## src/rtl/tile_addr_pkg.sv

```systemverilog
// Shared constants, types and helper functions for the tiled address generator.
// Assumes a fixed 16x16 tile, so the in-tile slot is always 8 bits.
package tile_addr_pkg;

    localparam int TILE_LOG2 = 4;
    localparam int SLOT_W    = 2 * TILE_LOG2;
    localparam int BPP_W     = 5;

    typedef enum logic {
        WALK_IDLE = 1'b0,
        WALK_RUN  = 1'b1
    } walk_state_t;

    // True for the pixel sizes the copy engine supports.
    function automatic logic bpp_supported(input logic [BPP_W-1:0] b);
        logic ok;
        case (b)
            5'd1, 5'd2, 5'd3, 5'd4, 5'd6, 5'd8, 5'd12, 5'd16: ok = 1'b1;
            default:                                          ok = 1'b0;
        endcase
        return ok;
    endfunction

    // Copies each bit of a nibble into an adjacent pair of bits.
    function automatic logic [SLOT_W-1:0] pair_up(input logic [TILE_LOG2-1:0] n);
        logic [SLOT_W-1:0] r;
        for (int i = 0; i < TILE_LOG2; i++) begin
            r[2*i]   = n[i];
            r[2*i+1] = n[i];
        end
        return r;
    endfunction

    // Places the bits of a nibble on the even positions, with zeros between them.
    function automatic logic [SLOT_W-1:0] spread_even(input logic [TILE_LOG2-1:0] n);
        logic [SLOT_W-1:0] r;
        for (int i = 0; i < TILE_LOG2; i++) begin
            r[2*i]   = n[i];
            r[2*i+1] = 1'b0;
        end
        return r;
    endfunction

endpackage

```

## src/rtl/tile_row_term.sv

```systemverilog
// Builds the part of the in-tile slot that depends on the row only.
// Swizzled mode: the Y nibble with each bit doubled. Bypass mode: Y nibble
// shifted into the high half. Purely combinational; the caller registers it.
module tile_row_term
    import tile_addr_pkg::*;
(
    input  logic [TILE_LOG2-1:0] y_nib,
    input  logic                 bypass,
    output logic [SLOT_W-1:0]    term
);

    // Select the row contribution for the requested slot layout.
    always_comb begin
        if (bypass) term = {y_nib, {TILE_LOG2{1'b0}}};
        else        term = pair_up(y_nib);
    end

endmodule

```

## src/rtl/tile_slot_mix.sv

```systemverilog
// Merges the registered row term with the pixel's X nibble into the 8-bit slot.
// Swizzled mode XORs the X bits onto the even positions; bypass mode ORs the
// X nibble into the low half, which the row term leaves at zero.
module tile_slot_mix
    import tile_addr_pkg::*;
(
    input  logic [SLOT_W-1:0]    row_term,
    input  logic [TILE_LOG2-1:0] x_nib,
    input  logic                 bypass,
    output logic [SLOT_W-1:0]    slot
);

    // Combine the row part and the column part of the slot.
    always_comb begin
        if (bypass) slot = row_term | {{TILE_LOG2{1'b0}}, x_nib};
        else        slot = row_term ^ spread_even(x_nib);
    end

endmodule

```

## src/rtl/tile_region_walker.sv

```systemverilog
// Sequencer: checks the start command, then steps a relative (rx, ry) counter
// through the region in raster order, one step per accepted beat.
// Assumes the consumer may stall at any time. Produces the done and error pulses.
module tile_region_walker
    import tile_addr_pkg::*;
#(
    parameter int COORD_W = 16
) (
    input  logic               clk,
    input  logic               rst_n,
    input  logic               start_valid,
    input  logic [COORD_W-1:0] start_w,
    input  logic [COORD_W-1:0] start_h,
    input  logic [BPP_W-1:0]   start_bpp,
    output logic               start_ready,
    output logic               start_take,
    input  logic               beat_ready,
    output logic               beat_valid,
    output logic               beat_last,
    output logic               row_step,
    output logic [COORD_W-1:0] rx,
    output logic [COORD_W-1:0] ry,
    output logic               done_pulse,
    output logic               err_pulse
);

    walk_state_t        state;
    logic [COORD_W-1:0] w_r;
    logic [COORD_W-1:0] h_r;
    logic               cmd_ok;
    logic               start_fire;
    logic               beat_fire;
    logic               row_end;

    // Decode handshakes and the region-end conditions.
    always_comb begin
        cmd_ok      = bpp_supported(start_bpp) && (start_w != '0) && (start_h != '0);
        start_ready = (state == WALK_IDLE);
        start_fire  = start_valid && start_ready;
        start_take  = start_fire && cmd_ok;
        beat_valid  = (state == WALK_RUN);
        beat_fire   = beat_valid && beat_ready;
        row_end     = (rx == w_r - COORD_W'(1));
        beat_last   = beat_valid && row_end && (ry == h_r - COORD_W'(1));
        row_step    = beat_fire && row_end && !beat_last;
    end

    // Sequence state, counters and the one-cycle status pulses.
    always_ff @(posedge clk) begin
        if (!rst_n) begin
            state      <= WALK_IDLE;
            rx         <= '0;
            ry         <= '0;
            w_r        <= '0;
            h_r        <= '0;
            done_pulse <= 1'b0;
            err_pulse  <= 1'b0;
        end else begin
            done_pulse <= 1'b0;
            err_pulse  <= 1'b0;
            case (state)
                WALK_IDLE: begin
                    if (start_take) begin
                        state <= WALK_RUN;
                        rx    <= '0;
                        ry    <= '0;
                        w_r   <= start_w;
                        h_r   <= start_h;
                    end else if (start_fire) begin
                        err_pulse <= 1'b1;
                    end
                end
                WALK_RUN: begin
                    if (beat_fire) begin
                        if (beat_last) begin
                            state      <= WALK_IDLE;
                            done_pulse <= 1'b1;
                        end else if (row_end) begin
                            rx <= '0;
                            ry <= ry + COORD_W'(1);
                        end else begin
                            rx <= rx + COORD_W'(1);
                        end
                    end
                end
                default: state <= WALK_IDLE;
            endcase
        end
    end

endmodule

```

## src/rtl/tile_addr_calc.sv

```systemverilog
// Forms both byte addresses of the current pixel from the latched configuration,
// the absolute and relative coordinates and the in-tile slot.
// Assumes the results fit in ADDR_W bits; higher bits are dropped.
module tile_addr_calc
    import tile_addr_pkg::*;
#(
    parameter int COORD_W  = 16,
    parameter int STRIDE_W = 24,
    parameter int ADDR_W   = 32
) (
    input  logic [COORD_W-1:0]  abs_x,
    input  logic [COORD_W-1:0]  abs_y,
    input  logic [COORD_W-1:0]  rel_x,
    input  logic [COORD_W-1:0]  rel_y,
    input  logic [SLOT_W-1:0]   slot,
    input  logic [STRIDE_W-1:0] tile_pitch,
    input  logic [STRIDE_W-1:0] lin_pitch,
    input  logic [BPP_W-1:0]    bpp,
    output logic [ADDR_W-1:0]   tiled_addr,
    output logic [ADDR_W-1:0]   lin_addr
);

    localparam int TILE_PIX_LOG2 = 2 * TILE_LOG2;

    logic [ADDR_W-1:0] row_base;
    logic [ADDR_W-1:0] pix_in_row;
    logic [ADDR_W-1:0] bpp_x;

    // Tile-row base, pixel offset inside the tile row, then scale by pixel size.
    always_comb begin
        bpp_x      = ADDR_W'(bpp);
        row_base   = ADDR_W'({abs_y[COORD_W-1:TILE_LOG2], {TILE_LOG2{1'b0}}})
                     * ADDR_W'(tile_pitch);
        pix_in_row = (ADDR_W'(abs_x[COORD_W-1:TILE_LOG2]) << TILE_PIX_LOG2)
                     + ADDR_W'(slot);
        tiled_addr = row_base + bpp_x * pix_in_row;
        lin_addr   = ADDR_W'(rel_y) * ADDR_W'(lin_pitch) + bpp_x * ADDR_W'(rel_x);
    end

endmodule

```

## src/rtl/tile_addr_gen.sv

```systemverilog
// Top level: latches a start command, drives the raster walker and emits a
// tiled and a linear byte address per pixel over a valid/ready stream.
// The row term of the in-tile slot is registered once per row. Outputs are
// functions of registered state only, so they hold while the consumer stalls.
module tile_addr_gen
    import tile_addr_pkg::*;
#(
    parameter int COORD_W  = 16,
    parameter int STRIDE_W = 24,
    parameter int ADDR_W   = 32
) (
    input  logic                clk,
    input  logic                rst_n,
    input  logic                cmd_valid,
    output logic                cmd_ready,
    input  logic [COORD_W-1:0]  cmd_x0,
    input  logic [COORD_W-1:0]  cmd_y0,
    input  logic [COORD_W-1:0]  cmd_width,
    input  logic [COORD_W-1:0]  cmd_height,
    input  logic [STRIDE_W-1:0] cmd_tile_pitch,
    input  logic [STRIDE_W-1:0] cmd_lin_pitch,
    input  logic [4:0]          cmd_bpp,
    input  logic                cmd_bypass,
    output logic                cmd_err,
    output logic                addr_valid,
    input  logic                addr_ready,
    output logic [ADDR_W-1:0]   tiled_addr,
    output logic [ADDR_W-1:0]   lin_addr,
    output logic                addr_last,
    output logic                addr_done
);

    logic [COORD_W-1:0]  x0_r;
    logic [COORD_W-1:0]  y0_r;
    logic [STRIDE_W-1:0] tpitch_r;
    logic [STRIDE_W-1:0] lpitch_r;
    logic [BPP_W-1:0]    bpp_r;
    logic                bypass_r;
    logic [SLOT_W-1:0]   row_term_r;

    logic                start_take;
    logic                row_step;
    logic [COORD_W-1:0]  rx;
    logic [COORD_W-1:0]  ry;
    logic [COORD_W-1:0]  cx;
    logic [COORD_W-1:0]  cy;
    logic [COORD_W-1:0]  cy_next;
    logic [TILE_LOG2-1:0] term_y_sel;
    logic                term_byp_sel;
    logic [SLOT_W-1:0]   term_next;
    logic [SLOT_W-1:0]   slot;

    tile_region_walker #(.COORD_W(COORD_W)) walker_i (
        .clk         (clk),
        .rst_n       (rst_n),
        .start_valid (cmd_valid),
        .start_w     (cmd_width),
        .start_h     (cmd_height),
        .start_bpp   (cmd_bpp),
        .start_ready (cmd_ready),
        .start_take  (start_take),
        .beat_ready  (addr_ready),
        .beat_valid  (addr_valid),
        .beat_last   (addr_last),
        .row_step    (row_step),
        .rx          (rx),
        .ry          (ry),
        .done_pulse  (addr_done),
        .err_pulse   (cmd_err)
    );

    // Absolute coordinates of the current pixel and of the next row.
    always_comb begin
        cx      = x0_r + rx;
        cy      = y0_r + ry;
        cy_next = cy + COORD_W'(1);
    end

    // Pick the row whose term is loaded next: the origin row or the following row.
    always_comb begin
        if (start_take) begin
            term_y_sel   = cmd_y0[TILE_LOG2-1:0];
            term_byp_sel = cmd_bypass;
        end else begin
            term_y_sel   = cy_next[TILE_LOG2-1:0];
            term_byp_sel = bypass_r;
        end
    end

    tile_row_term row_term_i (
        .y_nib  (term_y_sel),
        .bypass (term_byp_sel),
        .term   (term_next)
    );

    // Latch the command configuration when a valid start is taken.
    always_ff @(posedge clk) begin
        if (!rst_n) begin
            x0_r     <= '0;
            y0_r     <= '0;
            tpitch_r <= '0;
            lpitch_r <= '0;
            bpp_r    <= '0;
            bypass_r <= 1'b0;
        end else if (start_take) begin
            x0_r     <= cmd_x0;
            y0_r     <= cmd_y0;
            tpitch_r <= cmd_tile_pitch;
            lpitch_r <= cmd_lin_pitch;
            bpp_r    <= cmd_bpp;
            bypass_r <= cmd_bypass;
        end
    end

    // Refresh the row term at region start and at each new row only.
    always_ff @(posedge clk) begin
        if (!rst_n)                      row_term_r <= '0;
        else if (start_take || row_step) row_term_r <= term_next;
    end

    tile_slot_mix slot_i (
        .row_term (row_term_r),
        .x_nib    (cx[TILE_LOG2-1:0]),
        .bypass   (bypass_r),
        .slot     (slot)
    );

    tile_addr_calc #(
        .COORD_W  (COORD_W),
        .STRIDE_W (STRIDE_W),
        .ADDR_W   (ADDR_W)
    ) calc_i (
        .abs_x      (cx),
        .abs_y      (cy),
        .rel_x      (rx),
        .rel_y      (ry),
        .slot       (slot),
        .tile_pitch (tpitch_r),
        .lin_pitch  (lpitch_r),
        .bpp        (bpp_r),
        .tiled_addr (tiled_addr),
        .lin_addr   (lin_addr)
    );

endmodule

```

## config.mk

```make
export PLATFORM = sky130hd
export DESIGN_NAME = tile_addr_gen
export DESIGN_NICKNAME = d
export VERILOG_FILES = /design/src/rtl/tile_addr_pkg.sv /design/src/rtl/tile_row_term.sv /design/src/rtl/tile_slot_mix.sv /design/src/rtl/tile_region_walker.sv /design/src/rtl/tile_addr_calc.sv /design/src/rtl/tile_addr_gen.sv
export SDC_FILE = /design/constraint.sdc
export NUM_CORES = 2
export LEC_CHECK = 0
export ABC_CLOCK_PERIOD_IN_PS = 22900
export BUFFER_PORTS_ARGS = -buffer_cell sky130_fd_sc_hd__buf_2
export CAP_MARGIN = 20
export CORE_MARGIN = 10
export CORE_UTILIZATION = 55
export CTS_CLUSTER_DIAMETER = 200
export DETAILED_ROUTE_END_ITERATION = 12
export GPL_TIMING_DRIVEN = 0
export PLACE_DENSITY_LB_ADDON = 0.05
export SYNTH_ARGS = -nofsm -noshare
export SYNTH_HDL_FRONTEND = slang
export SYNTH_HIERARCHICAL = 1
export SYNTH_SLANG_ARGS = --single-unit
```

## constraint.sdc

```tcl
create_clock -name clk -period 22.9 [get_ports clk]
set_clock_uncertainty 0.05 [all_clocks]
set_input_delay 2.29 -clock clk [delete_from_list [all_inputs] [get_ports clk]]
set_output_delay 2.29 -clock clk [all_outputs]
set_load 0.005 [all_outputs]
```

Yosys cells after proc, flatten, opt, wreduce, memory -nomap -nowiden
Memories as Yosys holds them, arrays and structs flattened.
Index checks and enable logic that the tools add are counted.
{"block": "totals", "register_bits": 161, "romBits": 32, "in_bits": 122, "elab_cells": 76, "n_memories": 1}
{"block": "op_classes", "n_addsub": 10, "multipliers": 4, "eq_ne": 6, "mux": 19, "bitwise_logic": 4, "n_reduce_logical": 18}
{"memory": "(no name shown)", "depth": 32, "word_bits": 1, "read_ports": 1, "rd_clocked_by_memory_dff": 0, "wr": 0, "line": "tile_addr_pkg.sv:17", "source": "case (b)"}
{"op": "16-bit two-way mux", "n": 7}
{"op": "16-bit one-hot mux with 2 select lines", "n": 2}
{"op": "16-bit by 1-bit adder with 16-bit output, second input constant", "n": 2}
{"op": "16-bit adder", "n": 2}
{"op": "32-bit by 21-bit adder with 32-bit output", "n": 1}
{"op": "32-bit adder", "n": 1}
{"op": "16-bit equality test", "n": 2}
{"op": "16-bit by 24-bit multiplier with 32-bit output", "n": 1}
{"op": "5-bit by 32-bit multiplier with 32-bit output", "n": 1}
{"op": "16-bit nonzero test", "n": 2}
{"op": "16-bit by 1-bit subtractor with 16-bit output, second input constant", "n": 2}
{"op": "12-bit by 24-bit multiplier with 28-bit output", "n": 1}
{"op": "20-bit by 8-bit adder with 21-bit output", "n": 1}
{"op": "5-bit by 16-bit multiplier with 21-bit output", "n": 1}
{"op": "1-bit logical AND", "n": 9}
{"op": "8-bit two-way mux", "n": 1}
{"op": "8-bit by 4-bit OR with 8-bit output", "n": 1}
{"op": "8-bit by 7-bit bitwise XOR with 8-bit output", "n": 1}
{"op": "7-bit two-way mux", "n": 1}
{"op": "1-bit two-way mux", "n": 6}
{"op": "2-bit != test, second input constant", "n": 3}
{"op": "3-bit AND reduction", "n": 2}
{"op": "4-bit by 1-bit adder with 4-bit output, second input constant", "n": 1}
{"op": "4-bit two-way mux", "n": 1}
{"op": "8 further kinds", "n": 9}

Longest topological paths before layout
{"block": "logic_depth", "word_depth": 7, "mapped_depth": 43, "depth_no_buf": 41}

Hierarchy
The synthesis kept the hierarchy.
{"module": "tile_addr_calc", "instances": 1, "cells_per_inst": 2812, "area_each_um2": 24320.8}
{"module": "tile_addr_gen", "instances": 1, "cells_per_inst": 513, "area_each_um2": 5038.6}
{"module": "tile_region_walker", "instances": 1, "cells_per_inst": 527, "area_each_um2": 4192.8}
{"module": "tile_slot_mix", "instances": 1, "cells_per_inst": 16, "area_each_um2": 115.1}
{"module": "tile_row_term", "instances": 1, "cells_per_inst": 8, "area_each_um2": 73.8}

Least setup slack after synthesis
OpenSTA, ideal clock, no wires.
{"block": "synth_path", "path_kind": "register to output", "startpoint": "register walker_i.ry[0]", "endpoint": "output port tiled_addr[30]", "arrival_ps": 9091, "slack_ps": 11469, "path_stages_with_launch": 41, "n_path_buf": 1, "cell_sequence": "dfxtp_1 ha_1 fa_1 a21oi_1 o21ai_1 nand3_1 nand2_1 a21oi_1 xnor2_1 clkbuf_1 nand2_1 fa_1 fa_1 inv_1 ha_1 fa_1 inv_1 fa_1 [5 not listed] a21oi_1 o21ai_0 a21oi_1 o21bai_1 xnor2_1 fa_1 fa_1 fa_1 inv_1 ha_1 a21o_1 a21o_1 a21oi_1 o21ai_0 a21oi_1 o21ai_0 nand4_1 xnor2_1"}
{"block": "synth_between", "elab_chain_cells": 3}
{"element": "from (decl)", "line": "tile_region_walker.sv:22", "source": "output logic [COORD_W-1:0] ry,"}
{"element": "from (signal assigned)", "line": "tile_region_walker.sv:80", "source": "ry <= ry + COORD_W'(1);"}
{"element": "16-bit adder", "line": "tile_addr_gen.sv:75", "source": "cy = y0_r + ry;"}
{"element": "net cy[8]", "line": "tile_addr_gen.sv:46", "source": "logic [COORD_W-1:0] cy;"}
{"element": "12-bit by 24-bit multiplier with 28-bit output", "line": "tile_addr_calc.sv:33", "source": "* ADDR_W'(tile_pitch);"}
{"element": "32-bit adder", "line": "tile_addr_calc.sv:36", "source": "tiled_addr = row_base + bpp_x * pix_in_row;"}
{"element": "to (decl)", "line": "tile_addr_gen.sv:27", "source": "output logic [ADDR_W-1:0] tiled_addr,"}
The timed path passes the listed nets, and every way through them passes these cells.

Final worst setup path
Same ends and word-level chain as after synthesis.

==> impl_metrics.ini <==
[run]
cap_violations = 0

[critical_path]
slowest_delay_ps = 780
critical_path.max_fanout = 13
slowest_stage = dfxtp_1
path_common_cell = fa_1
path_buf_inv = 6
arrival_ps = 11450
crit_type = register to output pin
crit_family = adder cells
cp-end-kind = output pin
worstPathRequired_ps = 20560
start_kind = register

[sta]
maxSlewHeadroom_pct = 30.0
grt_setup_unrepaired = false
setup_viol = 0
clock.fmax_mhz = 72.5
period_minus_slack_ps = 13790
hold_violations = 0
timing.final.crit_share_pct = 60.2
tightest_slew_ps = 1050
final.setup.tns_ps = 0
drv_slew = 0

[cts]
htreeDepth = 4
clockBufferDepth = 2
cts_buffers = 17
cts.sinks = 161
worstSkewPairLatency_ps = 500
cts_hold_buffers = 0
tritoncts = built
postCtsResizedCells = 0
clk_pin_slew_worst_paths_ps = 80
clockRootBuffer = clkbuf_16
postCtsSetupRepairBufs = 0

[drt]
highest_layer = met5
wl_per_cell_um = 20.2
firstDrtPassIters = 5
wl_met3_mm = 6.93
wl_met1_mm = 42.7
drc = 0
wl_mm = 98.7
viasPerCell = 5.46
drt_iter0_drc = 1709
vias = 26700
postRouteAntennaNets = 0
dr_wl_met2_mm = 45.8

[power_and_ir_drop]
cell_internal_pwr_uw = 498
power_density_nw_per_um2 = 21.2
p_total_uw = 769
clockPowerShare_pct = 39.7
combPwrFrac_pct = 20.8
net-switching-power_uw = 270
switching_share_pct = 35.2
peakVddDrop_uv = 58.1
cellLeakagePower_uw = 0.0173
seq_power_share_pct = 39.4

[yosys]
synthMuxAreaShare_pct = 2.83
yosysTopAreaCellShare_pct = 37.3
synth_top_family_by_area = adder cells
yosysMostFrequentCell = inv_1
synth_compound_area_share_pct = 8.71
synth_seq_area_share_pct = 9.55
syn_avg_cell_area_um2 = 8.71
yosysUniqueCellTypes = 89
synth_edf_count = 0
synth_warnings = 6
synth-simple-area-share_pct = 18.4
yosys_register_bits = 161
async_flop_share_pct = 0
ys_top_cells_by_count = inv_1, nand2_1, fa_1, and2_1, ha_1
synth_area_leader_cell = fa_1
synth_nets = 4863
yosys.area_share.adder_pct = 46.1
synth_cells = 3876
synthXorXnorAreaFrac_pct = 4.57
yosys-top-cells-area = fa_1, dfxtp_1, ha_1
syn_area_um2 = 33700
synthFlopType = dfxtp_1

[grt]
grt_use_total_pct = 28.1
grt_pass1_wl_mm = 154
grt_pass1_vias = 27200
grt_max_degree = 19
grt.overflow.total = 0
antenna_found_initial = 1

[final_layout]
drive_gt1_share_pct = 7.26
syn2layout_area_growth_pct = 7.58
fin_nets = 5076

[floorplan]
die_w_um = 268
rows = 90
pin_count = 191
die_h_um = 268
die-area_um2 = 71700
floorplan.initialDensity_pct = 55.7
coreArea_um2 = 60600

[placed_design]
gp_congestion = 0.929
placement.io_buffers = 189
dp_hpwl_mm = 83.3

[min_path]
hp-class = register to register

[outcome]
outcome = complete, no violations
[per-layer routing]
metal	vias up	global-route usage [%]
li1	12400	-
met1	13200	38.0
met2	836	45.6
met3	153	4.61
met4	2	9.13
met5	-	0
[final timing paths]
| kind | startpoint | endpoint | slack (ps) | depth (start not counted) |
|---|---|---|---|---|
| setup / recovery | walker_i/ry[0] | tiled_addr[30] | 9110 | 41 |
| hold / removal | row_term_r[3] | row_term_r[3] | 420 | 2 |
| setup reg to reg | walker_i/beat_valid | row_term_r[1] | 18010 | 14 |
| hold reg to reg | row_term_r[3] | row_term_r[3] | 420 | 2 |
[power by group through the flow]
stage	registers (uW)	clock network, uW	logic (uW)
after CTS	303	312	158
after floorplan	302	0	102
after detailed placement	309	0	157
after global routing	304	320	175
after global placement	309	0	157
final	303	306	160
[state kept, by name (all words and copies together) (netlist names)]
signal	flops
walker_i/ry	16
bpp_r	5
tpitch_r	24
walker_i/w_r	16
y0_r	16
row_term_r	8
x0_r	16
walker_i/err_pulse	1
walker_i/h_r	16
bypass_r	1
walker_i/done_pulse	1
walker_i/beat_valid	1
lpitch_r	24
walker_i/rx	16
[stage by stage]
stage / area (um^2) / util, % / setup WS, ps / instances / hold slack, ps
5_1_grt: 36300 / 59.9 / 8420 / 4884 / 449
4_1_cts: 36300 / 59.9 / 9060 / 4883 / 422
2_1_floorplan: 33700 / - / 11470 / 3876 / 391
6_report: 36300 / 59.9 / 9110 / 4885 / 421
3_3_place_gp: 35700 / 58.9 / 9660 / 4847 / 407
3_5_place_dp: 35700 / 58.9 / 9640 / 4851 / 411
[worst reg2reg max path, stage by stage (launching register included)]
cell and delay [ps]:
dfxtp_1 430, nand2b_1 240, a41oi_1 580, inv_1 90, a211o_1 280, clkbuf_1 300
inv_1 350, clkbuf_1 560, clkbuf_1 740, clkbuf_1 370, mux2i_1 300, and2b_2 200
buf_4 100, o21ai_0 70, a21boi_0 170
[kinds of logic (layout without fill, tap and decap cells)]
group	Yosys count	count (layout)
AND/OR/NAND/NOR	1283	1283
buffers and inverters	873	1099
adder cells (fa/ha/maj)	865	865
AO/OA/AOI/OAI	423	423
XOR/XNOR	176	176
flip-flops	161	161
multiplexers	95	95
other	0	1
[area by class of cell]
class / count / area, um^2
Fill cell: 5676 / 24300
Antenna cell: 1 / 2.50
Tap cell: 782 / 978
Sequential cell: 161 / 3220
Clock buffer: 18 / 439
Multi-Input combinational cell: 2842 / 27200
Buffer: 174 / 721
Clock inverter: 14 / 155
Timing Repair Buffer: 194 / 983
Inverter: 699 / 2620
[cell usage in the layout (no fill, tap or decap), drive strengths merged, types with 8 or more instances in the layout]
| cell type | Yosys | final |
|---|---|---|
| nand3 | 34 | 34 |
| and2 | 247 | 247 |
| nor4 | 20 | 20 |
| a21boi | 48 | 48 |
| dfxtp | 161 | 161 |
| inv | 699 | 710 |
| o21a | 13 | 13 |
| xor2 | 51 | 51 |
| a21oi | 115 | 115 |
| fa | 629 | 629 |
| clkbuf | 154 | 173 |
| nor2b | 92 | 92 |
| a31oi | 12 | 12 |
| a21o | 39 | 39 |
| or3 | 15 | 15 |
| nand4 | 8 | 8 |
| nor3 | 24 | 24 |
| ha | 236 | 236 |
| buf | 20 | 212 |
| nor2 | 58 | 58 |
| nand2 | 696 | 696 |
| mux2i | 91 | 91 |
| o31ai | 25 | 25 |
| o211ai | 14 | 14 |
| a211oi | 12 | 12 |
| nand2b | 18 | 18 |
| o21ai | 77 | 77 |
| xnor2 | 125 | 125 |
| and4 | 8 | 8 |
| o21bai | 12 | 12 |
| and3 | 16 | 16 |
| or4 | 27 | 27 |
(Power assumes the default switching activity.)
